$ cat config.mk
export PLATFORM = sky130hd
export DESIGN_NAME = split_fetch_seq
export DESIGN_NICKNAME = d
export VERILOG_FILES = /design/src/rtl/split_fetch_pkg.sv /design/src/rtl/sf_ctrl.sv /design/src/rtl/sf_side.sv /design/src/rtl/sf_issue.sv /design/src/rtl/split_fetch_seq.sv
export SDC_FILE = /design/constraint.sdc
export NUM_CORES = 1
export LEC_CHECK = 0
export ABC_CLOCK_PERIOD_IN_PS = 2320
export BUFFER_PORTS_ARGS = -buffer_cell sky130_fd_sc_hd__buf_2
export CAP_MARGIN = 20
export CORE_MARGIN = 1
export CORE_UTILIZATION = 40
export CTS_BUF_LIST = sky130_fd_sc_hd__clkbuf_4 sky130_fd_sc_hd__clkbuf_8 sky130_fd_sc_hd__clkbuf_16
export DETAILED_ROUTE_END_ITERATION = 6
export GPL_ROUTABILITY_DRIVEN = 0
export GPL_TIMING_DRIVEN = 0
export PLACE_DENSITY = 0.72
export SETUP_SLACK_MARGIN = 0.4
export SYNTH_ARGS = -nofsm -noshare
export SYNTH_HDL_FRONTEND = slang
export SYNTH_SLANG_ARGS = --single-unit
$ cat constraint.sdc
create_clock -name clk -period 2.32 [get_ports clk]
set_input_delay 0.232 -clock clk [delete_from_list [all_inputs] [get_ports clk]]
set_output_delay 0.232 -clock clk [all_outputs]
set_load 0.1 [all_outputs]
$ cat src/rtl/split_fetch_pkg.sv
package split_fetch_pkg;

    // Default configuration shared by the sequencer and its bench
    localparam int DEF_ADDR_W    = 16;
    localparam int DEF_WIN_BYTES = 8;
    localparam int DEF_LEN_W     = 4;
    localparam int DEF_MIN_LEN   = 2;

    // Direction a stream pointer walks from the entry address
    typedef enum logic {
        WALK_UP   = 1'b0,
        WALK_DOWN = 1'b1
    } walk_dir_e;

    // Per-cycle action shared by both stream pointers and the bundle stage
    typedef enum logic [1:0] {
        ACT_IDLE    = 2'd0,
        ACT_LOAD    = 2'd1,
        ACT_HOLD    = 2'd2,
        ACT_ADVANCE = 2'd3
    } seq_act_e;

    // Branch wins over stall; nothing moves before the first entry
    function automatic seq_act_e decide_action(input logic br,
                                               input logic stall,
                                               input logic running);
        if (br)
            return ACT_LOAD;
        else if (!running)
            return ACT_IDLE;
        else if (stall)
            return ACT_HOLD;
        else
            return ACT_ADVANCE;
    endfunction

endpackage

$ cat src/rtl/sf_ctrl.sv
module sf_ctrl
    import split_fetch_pkg::*;
(
    input  logic     clk,
    input  logic     rst,
    input  logic     br_valid,
    input  logic     stall,
    output seq_act_e act,
    output logic     running
);

    logic running_q;

    always_ff @(posedge clk) begin
        if (rst)
            running_q <= 1'b0;
        else if (br_valid)
            running_q <= 1'b1;
    end

    assign running = running_q;
    assign act     = decide_action(br_valid, stall, running_q);

endmodule

$ cat src/rtl/sf_side.sv
module sf_side
    import split_fetch_pkg::*;
#(
    parameter int        ADDR_W    = DEF_ADDR_W,
    parameter int        WIN_BYTES = DEF_WIN_BYTES,
    parameter int        LEN_W     = DEF_LEN_W,
    parameter int        MIN_LEN   = DEF_MIN_LEN,
    parameter walk_dir_e DIR       = WALK_UP
) (
    input  logic                   clk,
    input  logic                   rst,
    input  seq_act_e               act,
    input  logic [ADDR_W-1:0]      target,
    input  logic [8*WIN_BYTES-1:0] win,
    output logic [ADDR_W-1:0]      ptr,
    output logic [ADDR_W-1:0]      fetch_addr,
    output logic [LEN_W-1:0]       len,
    output logic [8*WIN_BYTES-1:0] kept
);

    localparam int              WIN_W   = 8 * WIN_BYTES;
    localparam logic [LEN_W-1:0] MIN_L  = LEN_W'(MIN_LEN);

    logic [ADDR_W-1:0] ptr_q;
    logic [ADDR_W-1:0] next_ptr;
    logic [LEN_W-1:0]  hdr_len;

    // Shift count sits in the low bits of the byte nearest the pointer
    assign hdr_len = win[LEN_W-1:0];
    assign len     = (hdr_len < MIN_L) ? MIN_L : hdr_len;

    generate
        if (DIR == WALK_UP) begin : g_up
            assign next_ptr   = ptr_q + ADDR_W'(len);
            assign fetch_addr = ptr_q;
        end else begin : g_down
            assign next_ptr   = ptr_q - ADDR_W'(len);
            assign fetch_addr = next_ptr;
        end
    endgenerate

    always_ff @(posedge clk) begin
        if (rst) begin
            ptr_q <= '0;
        end else begin
            case (act)
                ACT_LOAD:    ptr_q <= target;
                ACT_ADVANCE: ptr_q <= next_ptr;
                default:     ptr_q <= ptr_q;
            endcase
        end
    end

    assign ptr = ptr_q;

    // Clear window bytes that lie past the end of this instruction
    generate
        for (genvar g = 0; g < WIN_BYTES; g++) begin : g_mask
            assign kept[8*g +: 8] = (32'(g) < 32'(len)) ? win[8*g +: 8] : 8'h00;
        end
    endgenerate

    logic unused_w;
    assign unused_w = ^{WIN_W};

endmodule

$ cat src/rtl/sf_issue.sv
module sf_issue
    import split_fetch_pkg::*;
#(
    parameter int ADDR_W    = DEF_ADDR_W,
    parameter int WIN_BYTES = DEF_WIN_BYTES,
    parameter int LEN_W     = DEF_LEN_W
) (
    input  logic                   clk,
    input  logic                   rst,
    input  seq_act_e               act,
    input  logic [ADDR_W-1:0]      exe_addr,
    input  logic [LEN_W-1:0]       exe_len,
    input  logic [8*WIN_BYTES-1:0] exe_bytes,
    input  logic [ADDR_W-1:0]      flw_addr,
    input  logic [LEN_W-1:0]       flw_len,
    input  logic [8*WIN_BYTES-1:0] flw_bytes,
    output logic                   valid,
    output logic [ADDR_W-1:0]      exe_addr_q,
    output logic [LEN_W-1:0]       exe_len_q,
    output logic [8*WIN_BYTES-1:0] exe_bytes_q,
    output logic [ADDR_W-1:0]      flw_addr_q,
    output logic [LEN_W-1:0]       flw_len_q,
    output logic [8*WIN_BYTES-1:0] flw_bytes_q
);

    typedef struct packed {
        logic [ADDR_W-1:0]      addr;
        logic [LEN_W-1:0]       len;
        logic [8*WIN_BYTES-1:0] bytes;
    } half_t;

    half_t exe_q, flw_q;
    logic  valid_q;

    always_ff @(posedge clk) begin
        if (rst) begin
            valid_q <= 1'b0;
            exe_q   <= '0;
            flw_q   <= '0;
        end else begin
            case (act)
                ACT_ADVANCE: begin
                    valid_q <= 1'b1;
                    exe_q   <= '{addr: exe_addr, len: exe_len, bytes: exe_bytes};
                    flw_q   <= '{addr: flw_addr, len: flw_len, bytes: flw_bytes};
                end
                ACT_HOLD: begin
                    valid_q <= valid_q;
                end
                default: begin
                    // Load flushes the in-flight bundle; idle issues nothing
                    valid_q <= 1'b0;
                end
            endcase
        end
    end

    assign valid       = valid_q;
    assign exe_addr_q  = exe_q.addr;
    assign exe_len_q   = exe_q.len;
    assign exe_bytes_q = exe_q.bytes;
    assign flw_addr_q  = flw_q.addr;
    assign flw_len_q   = flw_q.len;
    assign flw_bytes_q = flw_q.bytes;

endmodule

$ cat src/rtl/split_fetch_seq.sv
module split_fetch_seq
    import split_fetch_pkg::*;
#(
    parameter int ADDR_W    = DEF_ADDR_W,
    parameter int WIN_BYTES = DEF_WIN_BYTES,
    parameter int LEN_W     = DEF_LEN_W,
    parameter int MIN_LEN   = DEF_MIN_LEN
) (
    input  logic                   clk,
    input  logic                   rst,
    input  logic                   stall,
    input  logic                   br_valid,
    input  logic [ADDR_W-1:0]      br_target,
    input  logic [8*WIN_BYTES-1:0] exe_win,
    input  logic [8*WIN_BYTES-1:0] flw_win,
    output logic                   active,
    output logic [ADDR_W-1:0]      exe_ptr,
    output logic [ADDR_W-1:0]      flw_ptr,
    output logic                   issue_valid,
    output logic [ADDR_W-1:0]      exe_issue_addr,
    output logic [LEN_W-1:0]       exe_issue_len,
    output logic [8*WIN_BYTES-1:0] exe_issue_bytes,
    output logic [ADDR_W-1:0]      flw_issue_addr,
    output logic [LEN_W-1:0]       flw_issue_len,
    output logic [8*WIN_BYTES-1:0] flw_issue_bytes
);

    localparam int WIN_W = 8 * WIN_BYTES;

    seq_act_e          act;
    logic [ADDR_W-1:0] exe_fa, flw_fa;
    logic [LEN_W-1:0]  exe_len, flw_len;
    logic [WIN_W-1:0]  exe_kept, flw_kept;

    sf_ctrl u_ctrl (
        .clk      (clk),
        .rst      (rst),
        .br_valid (br_valid),
        .stall    (stall),
        .act      (act),
        .running  (active)
    );

    sf_side #(
        .ADDR_W(ADDR_W), .WIN_BYTES(WIN_BYTES), .LEN_W(LEN_W),
        .MIN_LEN(MIN_LEN), .DIR(WALK_UP)
    ) u_exe (
        .clk        (clk),
        .rst        (rst),
        .act        (act),
        .target     (br_target),
        .win        (exe_win),
        .ptr        (exe_ptr),
        .fetch_addr (exe_fa),
        .len        (exe_len),
        .kept       (exe_kept)
    );

    sf_side #(
        .ADDR_W(ADDR_W), .WIN_BYTES(WIN_BYTES), .LEN_W(LEN_W),
        .MIN_LEN(MIN_LEN), .DIR(WALK_DOWN)
    ) u_flw (
        .clk        (clk),
        .rst        (rst),
        .act        (act),
        .target     (br_target),
        .win        (flw_win),
        .ptr        (flw_ptr),
        .fetch_addr (flw_fa),
        .len        (flw_len),
        .kept       (flw_kept)
    );

    sf_issue #(
        .ADDR_W(ADDR_W), .WIN_BYTES(WIN_BYTES), .LEN_W(LEN_W)
    ) u_issue (
        .clk         (clk),
        .rst         (rst),
        .act         (act),
        .exe_addr    (exe_fa),
        .exe_len     (exe_len),
        .exe_bytes   (exe_kept),
        .flw_addr    (flw_fa),
        .flw_len     (flw_len),
        .flw_bytes   (flw_kept),
        .valid       (issue_valid),
        .exe_addr_q  (exe_issue_addr),
        .exe_len_q   (exe_issue_len),
        .exe_bytes_q (exe_issue_bytes),
        .flw_addr_q  (flw_issue_addr),
        .flw_len_q   (flw_issue_len),
        .flw_bytes_q (flw_issue_bytes)
    );

endmodule

-- Word-level counts from Yosys, hierarchy flattened
Cells that the tools add are included.
- register bits: 202
- latch bits: 0
- memory bits (writable): 0
- bits in read-only memories: 0
- bits of input ports: 148
- output and inout port bits: 202
- word-level logic and storage cells: 58
- memories: 0
- add/subtract/negate cells: 2
- multipliers: 0
- div/mod/pow operators: 0
- $lt $le $gt $ge: 18
- eq/ne operators: 3
- shift operators: 0
- mux-type cells: 24
- bitwise gates (word level): 0
- reduce and logical (&&, ||, !) cells: 1
- operators by type and width (kind ; count):
    $mux W8 ; 16
    $pmux W16 S2 ; 2
    $lt A3 B4 Y1 const A ; 8
    $add A16 B4 Y16 ; 1
    $lt A1 B4 Y1 const A ; 4
    $lt A2 B4 Y1 const A ; 4
    $sub A16 B4 Y16 ; 1
    $lt A4 B2 Y1 const B ; 2
    $mux W4 ; 2
    $eq A2 B2 Y1 const B ; 2
    $mux W2 ; 2
    $eq A2 B1 Y1 const B ; 1
    $pmux W1 S2 ; 1
    $reduce_bool A2 Y1 ; 1
    $mux W1 ; 1

-- Longest topological paths before layout
Gate-level depths: netlist of the first run.
- depth in word-level cells: 5
- depth in mapped cells: 11

-- Hierarchy
Synthesis of the first run repeated with hierarchy kept, for this count alone.
- cells, all modules: 1248
- area total of the unflattened synthesis: 10754.1 µm²
- modules (own cells, without submodules) (module ; times used ; cells an instance ; area an instance (µm²)):
    sf_issue ; 1 ; 768 ; 7285.7
    sf_side at u_flw ; 1 ; 244 ; 1714.1
    sf_side at u_exe ; 1 ; 230 ; 1709.1
    sf_ctrl ; 1 ; 6 ; 45.0

-- Worst setup path before layout of the first run
No wires, ideal clock.
- path type: register to register
- start point: register u_flw.ptr_q[1] (netlist: u_flw.ptr[1])
- end point: register u_flw.ptr_q[15] (netlist: u_flw.ptr[15])
- library setup time: 0.120 ns
- arrival: 2.551 ns
- required time: 2.200 ns
- path slack: -0.350 ns
- stages on the path, launching flop included: 7
- period minus slack after synthesis: 2.670 ns
- cell sequence: dfxtp_1 > ha_1 > nor2b_1 > o31ai_1 > nand4_2 > o21a_1 > o31a_1
- longest elaborated chain between the ends: 2
- RTL lines (item ; line ; RTL):
    start, declared ; sf_side.sv:24 ; logic [ADDR_W-1:0] ptr_q;
    start signal, assigned ; sf_side.sv:47 ; ACT_LOAD: ptr_q <= target;
    start signal, assigned ; sf_side.sv:48 ; ACT_ADVANCE: ptr_q <= next_ptr;
    start signal, assigned ; sf_side.sv:49 ; default: ptr_q <= ptr_q;
    $sub A16 B4 Y16 ; sf_side.sv:37 ; assign next_ptr = ptr_q - ADDR_W'(len);
    $pmux W16 S2 ; sf_side.sv:46 ; case (act)
Every way passes these cells.
A chain may end at the register's enable or synchronous reset.

-- Worst setup path in the final report of the first run
- start point: register u_flw.ptr_q[0] (netlist: u_flw.ptr[0])
- end point: register u_issue.flw_q, in the netlist u_issue.flw_addr_q[6]
- longest elaborated chain between the ends: 1
- RTL lines (item ; line ; RTL):
    $sub A16 B4 Y16 ; sf_side.sv:37 ;
    end signal, assigned ; sf_issue.sv:45 ; flw_q <= '{addr: flw_addr, len: flw_len, bytes: flw_bytes};
    end, declared ; sf_issue.sv:32 ; half_t exe_q, flw_q;
Every way passes these cells.

==> results of run 1 <==
worst paths after layout:
check	cells after the start	from	slack [ns]	to
setup reg to reg	9	u_flw.ptr[0]	0.21	u_issue.flw_addr_q[6]
setup / recovery	9	u_flw.ptr[0]	0.21	u_issue.flw_addr_q[6]
hold reg to reg	2	u_issue.exe_bytes_q[62]	0.45	u_issue.exe_bytes_q[62]
hold / removal	3	flw_win[62]	0.03	u_issue.flw_bytes_q[62]
kinds of logic (layout without fill, tap and decap cells):
| family | count (synthesis) | count (layout) |
|---|---|---|
| multiplexers | 4 | 4 |
| adder cells (fa/ha/maj) | 10 | 10 |
| XOR/XNOR | 28 | 28 |
| other | 0 | 1 |
| AO/OA/AOI/OAI | 252 | 252 |
| AND/OR/NAND/NOR | 349 | 349 |
| buffers and inverters | 90 | 622 |
| flip-flops | 202 | 202 |
per-layer routing:
metal,share of wire (%),routed length (µm)
met1,39,12300
met2,49,15300
met3,8.0,2530
met4,4.2,1340
met5,0,0
cell usage in the layout, fill, tap and decap left out, types with 5 or more instances in the layout:
cell	count
buf_2	354
dfxtp_1	179
nand2_1	153
dlygate4sd3_1	118
a21oi_1	111
nor2_1	100
a22oi_1	64
nand3_1	39
clkbuf_1	32
clkbuf_16	25
buf_4	25
clkbuf_2	20
dfxtp_4	19
inv_1	18
xor2_1	17
a211oi_1	13
xnor2_1	10
nand4_1	8
a21boi_1	8
nor3_1	8
o21ai_0	8
clkbuf_4	7
buf_6	7
a21boi_0	7
clkbuf_8	6
a21oi_2	5
or3_1	5
clkinv_2	5
power groups by stage:
stage	Sequential, mW	Combinational (mW)	Clock [mW]
after detailed placement	3.75	1.70	0
after CTS	3.68	1.94	3.70
final	3.69	2.03	3.65
after floorplan	4.54	0.481	0
after global routing	3.70	2.12	3.85
after global placement	3.75	1.68	0
area by class of cell:
class                   count  area share (%)
flip-flops and latches    202            32.7
clock inverters             6           0.437
well taps                 265            2.63
inverters                  20           0.615
plain buffers              70            2.83
diodes                      1          0.0199
repair buffers            492            25.0
multi-input cells         643            30.1
clock buffers              34            5.61
timing repair:
item                       in CTS  in global routing
setup endpoints to repair     189                190
pin swaps                      30                 26
gates resized for setup        57                 55
hold buffers                  118                  0
cloned                          0                  0
setup buffers                  16                 11
hold endpoints to repair      119                  0
synth_stat cells (2+ instances only):
master,n
dfxtp_1,202
nand2_1,154
a21oi_1,118
nor2_1,105
a22oi_1,64
clkbuf_1,58
nand3_1,43
inv_1,20
xor2_1,17
a211oi_1,16
a21boi_0,15
xnor2_1,11
nor3_1,10
o21ai_0,9
buf_1,8
ha_1,8
nand4_1,8
nor4_1,6
o21a_1,6
a311oi_1,5
or3_1,5
a21o_1,4
mux2i_1,4
nand2b_1,4
o31a_1,4
a31oi_1,3
buf_2,3
nor2b_1,3
o31ai_1,3
or2_2,3
fa_1,2
o21bai_1,2
flip-flops by register name, indices dropped and copies added, names as in the netlist:
register	count
u_issue.exe_bytes_q	64
u_issue.flw_bytes_q	64
u_exe.fetch_addr	16
u_flw.ptr	16
u_issue.exe_addr_q	16
u_issue.flw_addr_q	16
u_issue.exe_len_q	4
u_issue.flw_len_q	4
u_ctrl.running	1
u_issue.valid	1
metrics by stage:
stage                     instances  power [mW]  setup WS [ns]
after detailed placement       1547        5.45         -0.343
final                          1733        9.36          0.209
after global routing           1733        9.67          0.140
after CTS                      1721        9.32          0.209
after floorplan                 935        5.02         0.0646
after global placement         1547        5.44         -0.344
tightest hold or removal path: stages:
cell and delay (ns):
buf_2 0.10, nand3_1 0.07, a21oi_1 0.06
==> results.sh, run 1 <==
export IMPL_arrival_ns=2.51
export IMPL_slew_viol_final=0
export IMPL_pwr_share_comb_pct=21.6
export IMPL_cts_buffers=23
export IMPL_fin_crit_ns=2.11
export IMPL_grt_pass1_vias=8733
export IMPL_rows=51
export IMPL_antenna_left=0
export IMPL_grt_busiest_layer="met2"
export IMPL_power_density_nw_per_um2=743
export IMPL_dpl_instance_area_um2=10100
export IMPL_synth_compound_area_share_pct=20.1
export IMPL_required_ns=2.72
export IMPL_io_pins=350
export IMPL_die_area_um2=20300
export IMPL_synth_edf_count=0
export IMPL_drt_wl_total_um=31500
export IMPL_fmax_mhz=474
export IMPL_rsz0062_at_grt="yes"
export IMPL_cts_root_buf="clkbuf_16"
export IMPL_slew_headroom_pct=44.9
export IMPL_core_area_um2=19400
export IMPL_port_buffer_count=347
export IMPL_final_cell_area_um2=12600
export IMPL_clkTransAtPathRegs_ns=0.06
export IMPL_layout_area_overhead_vs_synth_pct=59.5
export IMPL_synth_area_mux_share_pct=0.507
export IMPL_n_fill_cell=1639
export IMPL_vias=8992
export IMPL_first_pass_iters=5
export IMPL_grt_first_pass_wirelength_um=46700
export IMPL_clk_latency_ns=0.50
export IMPL_die_w_um=143
export IMPL_synth_seq_area_share_pct=51.2
export IMPL_drv_cap=0
export IMPL_synth_xor_area_share_pct=3.10
export IMPL_path_common_cell="a21o_1"
export IMPL_ys_seq_elements=202
export IMPL_worstSetupPathType="reg2reg"
export IMPL_synthSimpleGateAreaFrac_pct=18.9
export IMPL_timing_hold_ws_ns=0.0261
export IMPL_syn_inst=935
export IMPL_crit_fanout=3
export IMPL_tritoncts="done"
export IMPL_grt_start_max_net_pins=14
export IMPL_first_iter_violations=483
export IMPL_gr_usage_met2_pct=50.6
export IMPL_critPathSlowestCell="dfxtp_4"
export IMPL_synth_cell_types=44
export IMPL_syn_area_um2=7900
export IMPL_grtUsageTotal_pct=29.5
export IMPL_hpwl_um=21000
export IMPL_htree_levels=1
export IMPL_wl_per_cell_um=18.2
export IMPL_hold_path_class="in2reg"
export IMPL_start_util_pct=40.7
export IMPL_die_h_um=143
export IMPL_path_buf_inv=3
export IMPL_ys_flop_type="dfxtp_1"
export IMPL_slowest_delay_ns=0.36
export IMPL_outcome="complete, no violations"
export IMPL_p_seq_share_pct=39.4
export IMPL_grtUsageMet3_pct=7.47
export IMPL_p_int_mw=6.40
export IMPL_cts_sinks=202
export IMPL_vias_per_cell=5.19
export IMPL_leakage_nw=5.60
export IMPL_nets=1610
export IMPL_synth_top_area_share_pct=51.2
export IMPL_synth_top_cell_by_area="dfxtp_1"
export IMPL_critPathTopFamily="compound AO/OA/AOI/OAI gates"
export IMPL_syn_nets=1093
export IMPL_antenna_found_initial=1
export IMPL_endpoint_kind="register"
export IMPL_grt_use_met1_pct=34.6
export IMPL_yosysWarnings=0
export IMPL_timing_final_crit_share_pct=91.0
export IMPL_synthAdderAreaFrac_pct=1.77
export IMPL_crit_path_start_kind="register"
export IMPL_power_switching_mw=2.96
export IMPL_worst_pin_slew_ns=0.827
export IMPL_finalHoldViolations=0
export IMPL_multi_input_area_um2=3800
export IMPL_setup_viol=0
export IMPL_clockBufferDepth=3
export IMPL_clock_skew_ns=0.0105
export IMPL_p_sw_share_pct=31.6
export IMPL_p_clk_share_pct=39.0
export IMPL_grt_ovfl_total=0
export IMPL_async_flop_share_pct=0
export IMPL_path_cells="inv_4 -> ha_4 -> inv_2 -> fa_2 -> a21o_1 -> a21o_1 -> buf_6 -> or3_1 -> a311oi_1"
export IMPL_drive_gt1_share_pct=35.7
export IMPL_utilization_pct=65.0
export IMPL_synth_top_family_by_area="compound AO/OA/AOI/OAI gates"
export IMPL_syn_avg_cell_area_um2=8.45
export IMPL_synth_area_top_cells="dfxtp_1 (51%), a21oi_1 (7.5%), nand2_1 (7.3%)"
export IMPL_regArea_um2=4120
export IMPL_drc=0
export IMPL_irDropWorstVdd_mv=0.683
export IMPL_finalSetupTns_ns=0
Power figures use the tool's default switching activity.
==> run 2: changes to the inputs <==
- ABC_CLOCK_PERIOD_IN_PS: 2320 -> 2400
- PLACE_DENSITY: 0.72 -> 0.69
- TNS_END_PERCENT: not set -> 1
- clock period: 2.32 -> 2.4 ns (I/O delays scaled with it)
==> results.sh, run 2 (synthesis results as in run 1) <==
export IMPL_outcome="complete, no violations"
export IMPL_crit_fanout=3
export IMPL_antenna_cells=0
export IMPL_finalHoldViolations=0
export IMPL_io_pins=350
export IMPL_crit_path_start_kind="register"
export IMPL_setup_viol=0
export IMPL_required_ns=2.80
export IMPL_endpoint_kind="register"
export IMPL_dpl_instance_area_um2=10000
export IMPL_worstReg2RegEnd="u_flw.ptr[6]"
export IMPL_slew_viol_final=0
export IMPL_final_cell_mix="buf_2 (351), dfxtp_1 (185), nand2_1 (154), a21oi_1 (116)"
export IMPL_finalSetupTns_ns=0
export IMPL_clkTransAtPathRegs_ns=0.06
export IMPL_rr_worst_depth=9
export IMPL_arrival_ns=2.57
export IMPL_rows=51
export IMPL_layout_area_overhead_vs_synth_pct=50.0
export IMPL_timing_final_crit_share_pct=90.4
export IMPL_rr_startpoint="u_flw.ptr[0]"
export IMPL_hold_path_cell_count=3
export IMPL_slew_headroom_pct=44.5
export IMPL_start_util_pct=40.7
export IMPL_port_buffer_count=347
export IMPL_drv_cap=0
export IMPL_leakage_nw=5.24
export IMPL_final_common_cell="buf_2"
export IMPL_first_iter_violations=494
export IMPL_hold_path_class="in2reg"
export IMPL_power_density_nw_per_um2=736
export IMPL_first_pass_iters=5
export IMPL_htree_levels=1
export IMPL_clk_latency_ns=0.50
export IMPL_core_area_um2=19400
export IMPL_drive_gt1_share_pct=30.9
export IMPL_die_area_um2=20300
export IMPL_clock_skew_ns=0.00757
export IMPL_rsz0062_at_grt="yes"
export IMPL_die_w_um=143
export IMPL_vias_per_cell=5.07
export IMPL_irDropWorstVdd_mv=0.509
export IMPL_regToRegSetupSlack_ns=0.23
export IMPL_grt_pass1_vias=8275
export IMPL_final_cell_area_um2=11900
export IMPL_min_to="u_issue.flw_bytes_q[36]"
export IMPL_cts_buffers=23
export IMPL_cts_root_buf="clkbuf_16"
export IMPL_hpwl_um=20800
export IMPL_holdCritStartpoint="flw_win[36]"
export IMPL_drc=0
export IMPL_grt_start_max_net_pins=14
export IMPL_power_mw=8.72
export IMPL_dp_slack_ns=-0.375
export IMPL_utilization_pct=61.1
export IMPL_fmax_mhz=461
export IMPL_wl_per_cell_um=17.3
export IMPL_nets=1570
export IMPL_startpoint="u_flw.ptr[0]"
export IMPL_vias=8578
export IMPL_antenna_found_initial=1
export IMPL_grtUsageTotal_pct=28.0
export IMPL_clockBufferDepth=3
export IMPL_antenna_left=0
export IMPL_worstSetupPathType="reg2reg"
export IMPL_tritoncts="done"
export IMPL_die_h_um=143
export IMPL_fin_crit_ns=2.17
export IMPL_setup_slack_ns=0.232
export IMPL_grt_first_pass_wirelength_um=44000
export IMPL_grt_ovfl_total=0
export IMPL_cts_sinks=202
export IMPL_worst_pin_slew_ns=0.833
export IMPL_drt_wl_total_um=29200
run 2: cell types whose count changed in the layout (fill, tap and decap cells not counted), moves of 11 or more:
cell,before,now
clkbuf_1,32,53
buf_4,25,5
dlygate4sd3_1,118,100
clkbuf_2,20,3
dfxtp_4,19,2
dfxtp_2,4,15
run 2: power by group:
part	leakage [nW]	total [mW]	switching [mW]	internal [mW]
sequential	1.65	3.56	0.0979	3.47
clock	0.372	3.37	1.37	2.00
combinational	3.22	1.79	1.31	0.482
run 2: repair_timing:
item                                    4_1_cts  5_1_grt
endpoints found under the setup margin      183      184
setup buffers                                 2        3
pin swaps                                     3        1
hold buffers                                100        0
gates resized for setup                      12        2
gates cloned                                  0        0
hold endpoints to repair                    100        0
run 2: cell type report:
cell class / instances / area (µm²)
fillers: 1759 / 7540
flip-flops and latches: 202 / 4070
multi-input cells: 643 / 3570
clock buffers: 35 / 697
clock inverters: 6 / 33.8
repair buffers: 452 / 2780
plain buffers: 70 / 299
inverters: 20 / 75.1
well taps: 265 / 332
run 2: metal layers:
metal  track usage (%)  up-vias  wire [µm]
met4              9.11        0        833
met1              33.2     3985      11700
li1                  -     4189          -
met3              6.86       58       2270
met5                 0        -          0
met2              49.2      346      14500
run 2: worst max-delay path by stage:
stage	end	slack, ns	depth (start not counted)
detailed placement	u_issue.exe_bytes_q[1]	-0.37	8
CTS	u_issue.flw_addr_q[12]	0.28	9
floorplan	u_flw.ptr[6]	0.12	11
global placement	u_issue.exe_bytes_q[0]	-0.39	8
finish	u_flw.ptr[6]	0.23	9
global route	u_issue.flw_addr_q[6]	0.12	9
run 2: worst max-delay path, cell delays in order, from the launching register on:
cell	delay (ns)
dfxtp_4	0.34
inv_1	0.05
ha_1	0.16
inv_1	0.06
fa_2	0.35
a21o_1	0.22
a21o_1	0.18
or3_1	0.32
xor2_1	0.15
a211oi_1	0.25
run 2: per-stage QoR:
step                std cells  hold slack (ns)
floorplan                 935            0.376
global placement         1547            0.436
detailed placement       1547            0.440
CTS                      1690         0.000116
global route             1693          0.00840
finish                   1693          0.00384
==> run 3: changes to the inputs <==
- SETUP_SLACK_MARGIN: 0.4 -> not set
==> results.sh, run 3 (synthesis results as in run 1) <==
export IMPL_critPathSlowestCell="fa_1"
export IMPL_irDropWorstVdd_mv=0.463
export IMPL_layout_area_overhead_vs_synth_pct=49.6
export IMPL_post_cts_buffers=0
export IMPL_power_density_nw_per_um2=723
export IMPL_rsz0062_at_grt="yes"
export IMPL_path_cells="buf_2 -> or2_2 -> clkbuf_1 -> o21a_1 -> ha_1 -> fa_1 -> a211oi_2 -> nor3_1 -> nand2_1 -> xor2_1 -> a211oi_1"
export IMPL_endpoint_kind="register"
export IMPL_cts_buffers=22
export IMPL_gr_usage_met2_pct=47.1
export IMPL_hold_path_cell_count=3
export IMPL_power_mw=8.55
export IMPL_die_w_um=143
export IMPL_die_h_um=143
export IMPL_arrival_ns=2.70
export IMPL_hold_path_class="in2reg"
export IMPL_io_pins=350
export IMPL_finalHoldViolations=0
export IMPL_grt_first_pass_wirelength_um=43900
export IMPL_wl_per_cell_um=17.4
export IMPL_drv_cap=0
export IMPL_antenna_left=0
export IMPL_rows=51
export IMPL_clockBufferDepth=3
export IMPL_min_to="u_issue.flw_bytes_q[17]"
export IMPL_first_pass_iters=7
export IMPL_tritoncts="done"
export IMPL_clock_skew_ns=0.00833
export IMPL_hpwl_um=20400
export IMPL_regToRegSetupSlack_ns=0.13
export IMPL_die_area_um2=20300
export IMPL_clkTransAtPathRegs_ns=0.06
export IMPL_worstSetupPathType="in2reg"
export IMPL_leakage_nw=5.21
export IMPL_start_util_pct=40.7
export IMPL_worst_pin_slew_ns=0.792
export IMPL_fmax_mhz=426
export IMPL_nets=1576
export IMPL_first_iter_violations=556
export IMPL_grt_pass1_vias=8345
export IMPL_antenna_found_initial=3
export IMPL_drt_wl_total_um=29500
export IMPL_setup_slack_ns=0.0551
export IMPL_critPathTopFamily="adder cells"
export IMPL_drive_gt1_share_pct=28.7
export IMPL_required_ns=2.76
export IMPL_rr_startpoint="u_ctrl.running"
export IMPL_grtUsageMet3_pct=6.49
export IMPL_drc=0
export IMPL_slew_viol_final=0
export IMPL_final_common_cell="buf_2"
export IMPL_grtUsageTotal_pct=27.9
export IMPL_port_buffer_count=347
export IMPL_vias=8760
export IMPL_cts_root_buf="clkbuf_16"
export IMPL_clk_latency_ns=0.50
export IMPL_worstReg2RegEnd="u_issue.exe_bytes_q[32]"
export IMPL_grt_ovfl_total=0
export IMPL_slew_headroom_pct=47.2
export IMPL_dp_slack_ns=-0.638
export IMPL_vias_per_cell=5.17
export IMPL_setup_viol=0
export IMPL_fin_crit_ns=2.34
export IMPL_timing_final_crit_share_pct=97.7
export IMPL_htree_levels=1
export IMPL_holdCritStartpoint="flw_win[17]"
export IMPL_crit_fanout=10
export IMPL_cts_sinks=202
export IMPL_grt_start_max_net_pins=13
export IMPL_final_cell_area_um2=11800
export IMPL_grt_use_met1_pct=33.7
export IMPL_grt_busiest_layer="met2"
export IMPL_core_area_um2=19400
export IMPL_outcome="complete, no violations"
export IMPL_dpl_instance_area_um2=9980
export IMPL_path_buf_inv=2
export IMPL_crit_path_start_kind="input port"
export IMPL_rr_worst_depth=7
export IMPL_slowest_delay_ns=0.45
export IMPL_final_cell_mix="buf_2 (350), dfxtp_1 (194), nand2_1 (154), a21oi_1 (116), dlygate4sd3_1 (113)"
-- run 3: cell types whose count changed in the layout (fill, tap and decap cells not counted), moves of 3 or more --
| cell | change |
|---|---|
| dlygate4sd3_1 | +13 |
| dfxtp_1 | +9 |
| dfxtp_2 | -7 |
| buf_4 | -5 |
| clkinv_2 | -4 |
| clkbuf_1 | +3 |
| diode_2 | +3 |
-- run 3: metrics by stage --
| stage | util [%] | setup TNS, ns | hold slack (ns) | cells |
|---|---|---|---|---|
| 5_1_grt | 61.0 | -0.909 | 0.0186 | 1694 |
| 4_1_cts | 60.9 | 0 | 0.000148 | 1693 |
| 6_report | 61.0 | 0 | 0.0134 | 1695 |
| 3_3_place_gp | 51.5 | -17.15 | 0.436 | 1547 |
| 2_1_floorplan | - | -0.249 | 0.376 | 935 |
| 3_5_place_dp | 51.5 | -19.45 | 0.443 | 1547 |
-- run 3: layout make-up --
cell class	count	area, µm²
Timing Repair Buffer	460	2870
Inverter	20	75.1
Multi-Input combinational cell	643	3550
Clock inverter	1	16.3
Clock buffer	32	657
Buffer	69	273
Sequential cell	202	4050
Antenna cell	3	7.51
Fill cell	1740	7570
Tap cell	265	332
-- run 3: what timing repair did --
action	4_1_cts	5_1_grt
hold endpoints to repair	113	0
hold buffers	113	0
gates resized for setup	5	7
cloned	0	0
pin swaps	0	2
setup endpoints to repair	55	52
-- run 3: layer usage --
metal / vias to the layer above / share of wire, %
met3: 77 / 7.5
met5: - / 0
li1: 4199 / -
met1: 4101 / 41
met2: 383 / 48
met4: 0 / 3.5
-- run 3: worst min-delay path, delay by kind of cell --
kind            cells  cell delay [ns]
simple gates        1             0.08
buf+inv             1             0.09
compound gates      1             0.06
-- run 3: power by group --
part	switching, mW	internal (mW)
Sequential	0.0981	3.46
Combinational	1.30	0.480
Clock	1.32	1.88
Total	2.73	5.82
-- run 3: worst max-delay path by stage --
| stage | endpoint | cells past startpoint | start | slack, ns |
|---|---|---|---|---|
| 2_1_floorplan | u_flw.ptr[6] | 7 | u_flw.ptr[3] | -0.06 |
| 3_3_place_gp | u_issue.flw_addr_q[12] | 12 | flw_win[2] | -0.57 |
| 3_5_place_dp | u_issue.flw_addr_q[14] | 12 | flw_win[2] | -0.64 |
| 4_1_cts | u_flw.ptr[6] | 12 | flw_win[2] | 0.01 |
| 5_1_grt | u_exe.fetch_addr[15] | 10 | exe_win[2] | -0.13 |
| 6_report | u_exe.fetch_addr[6] | 11 | exe_win[3] | 0.06 |
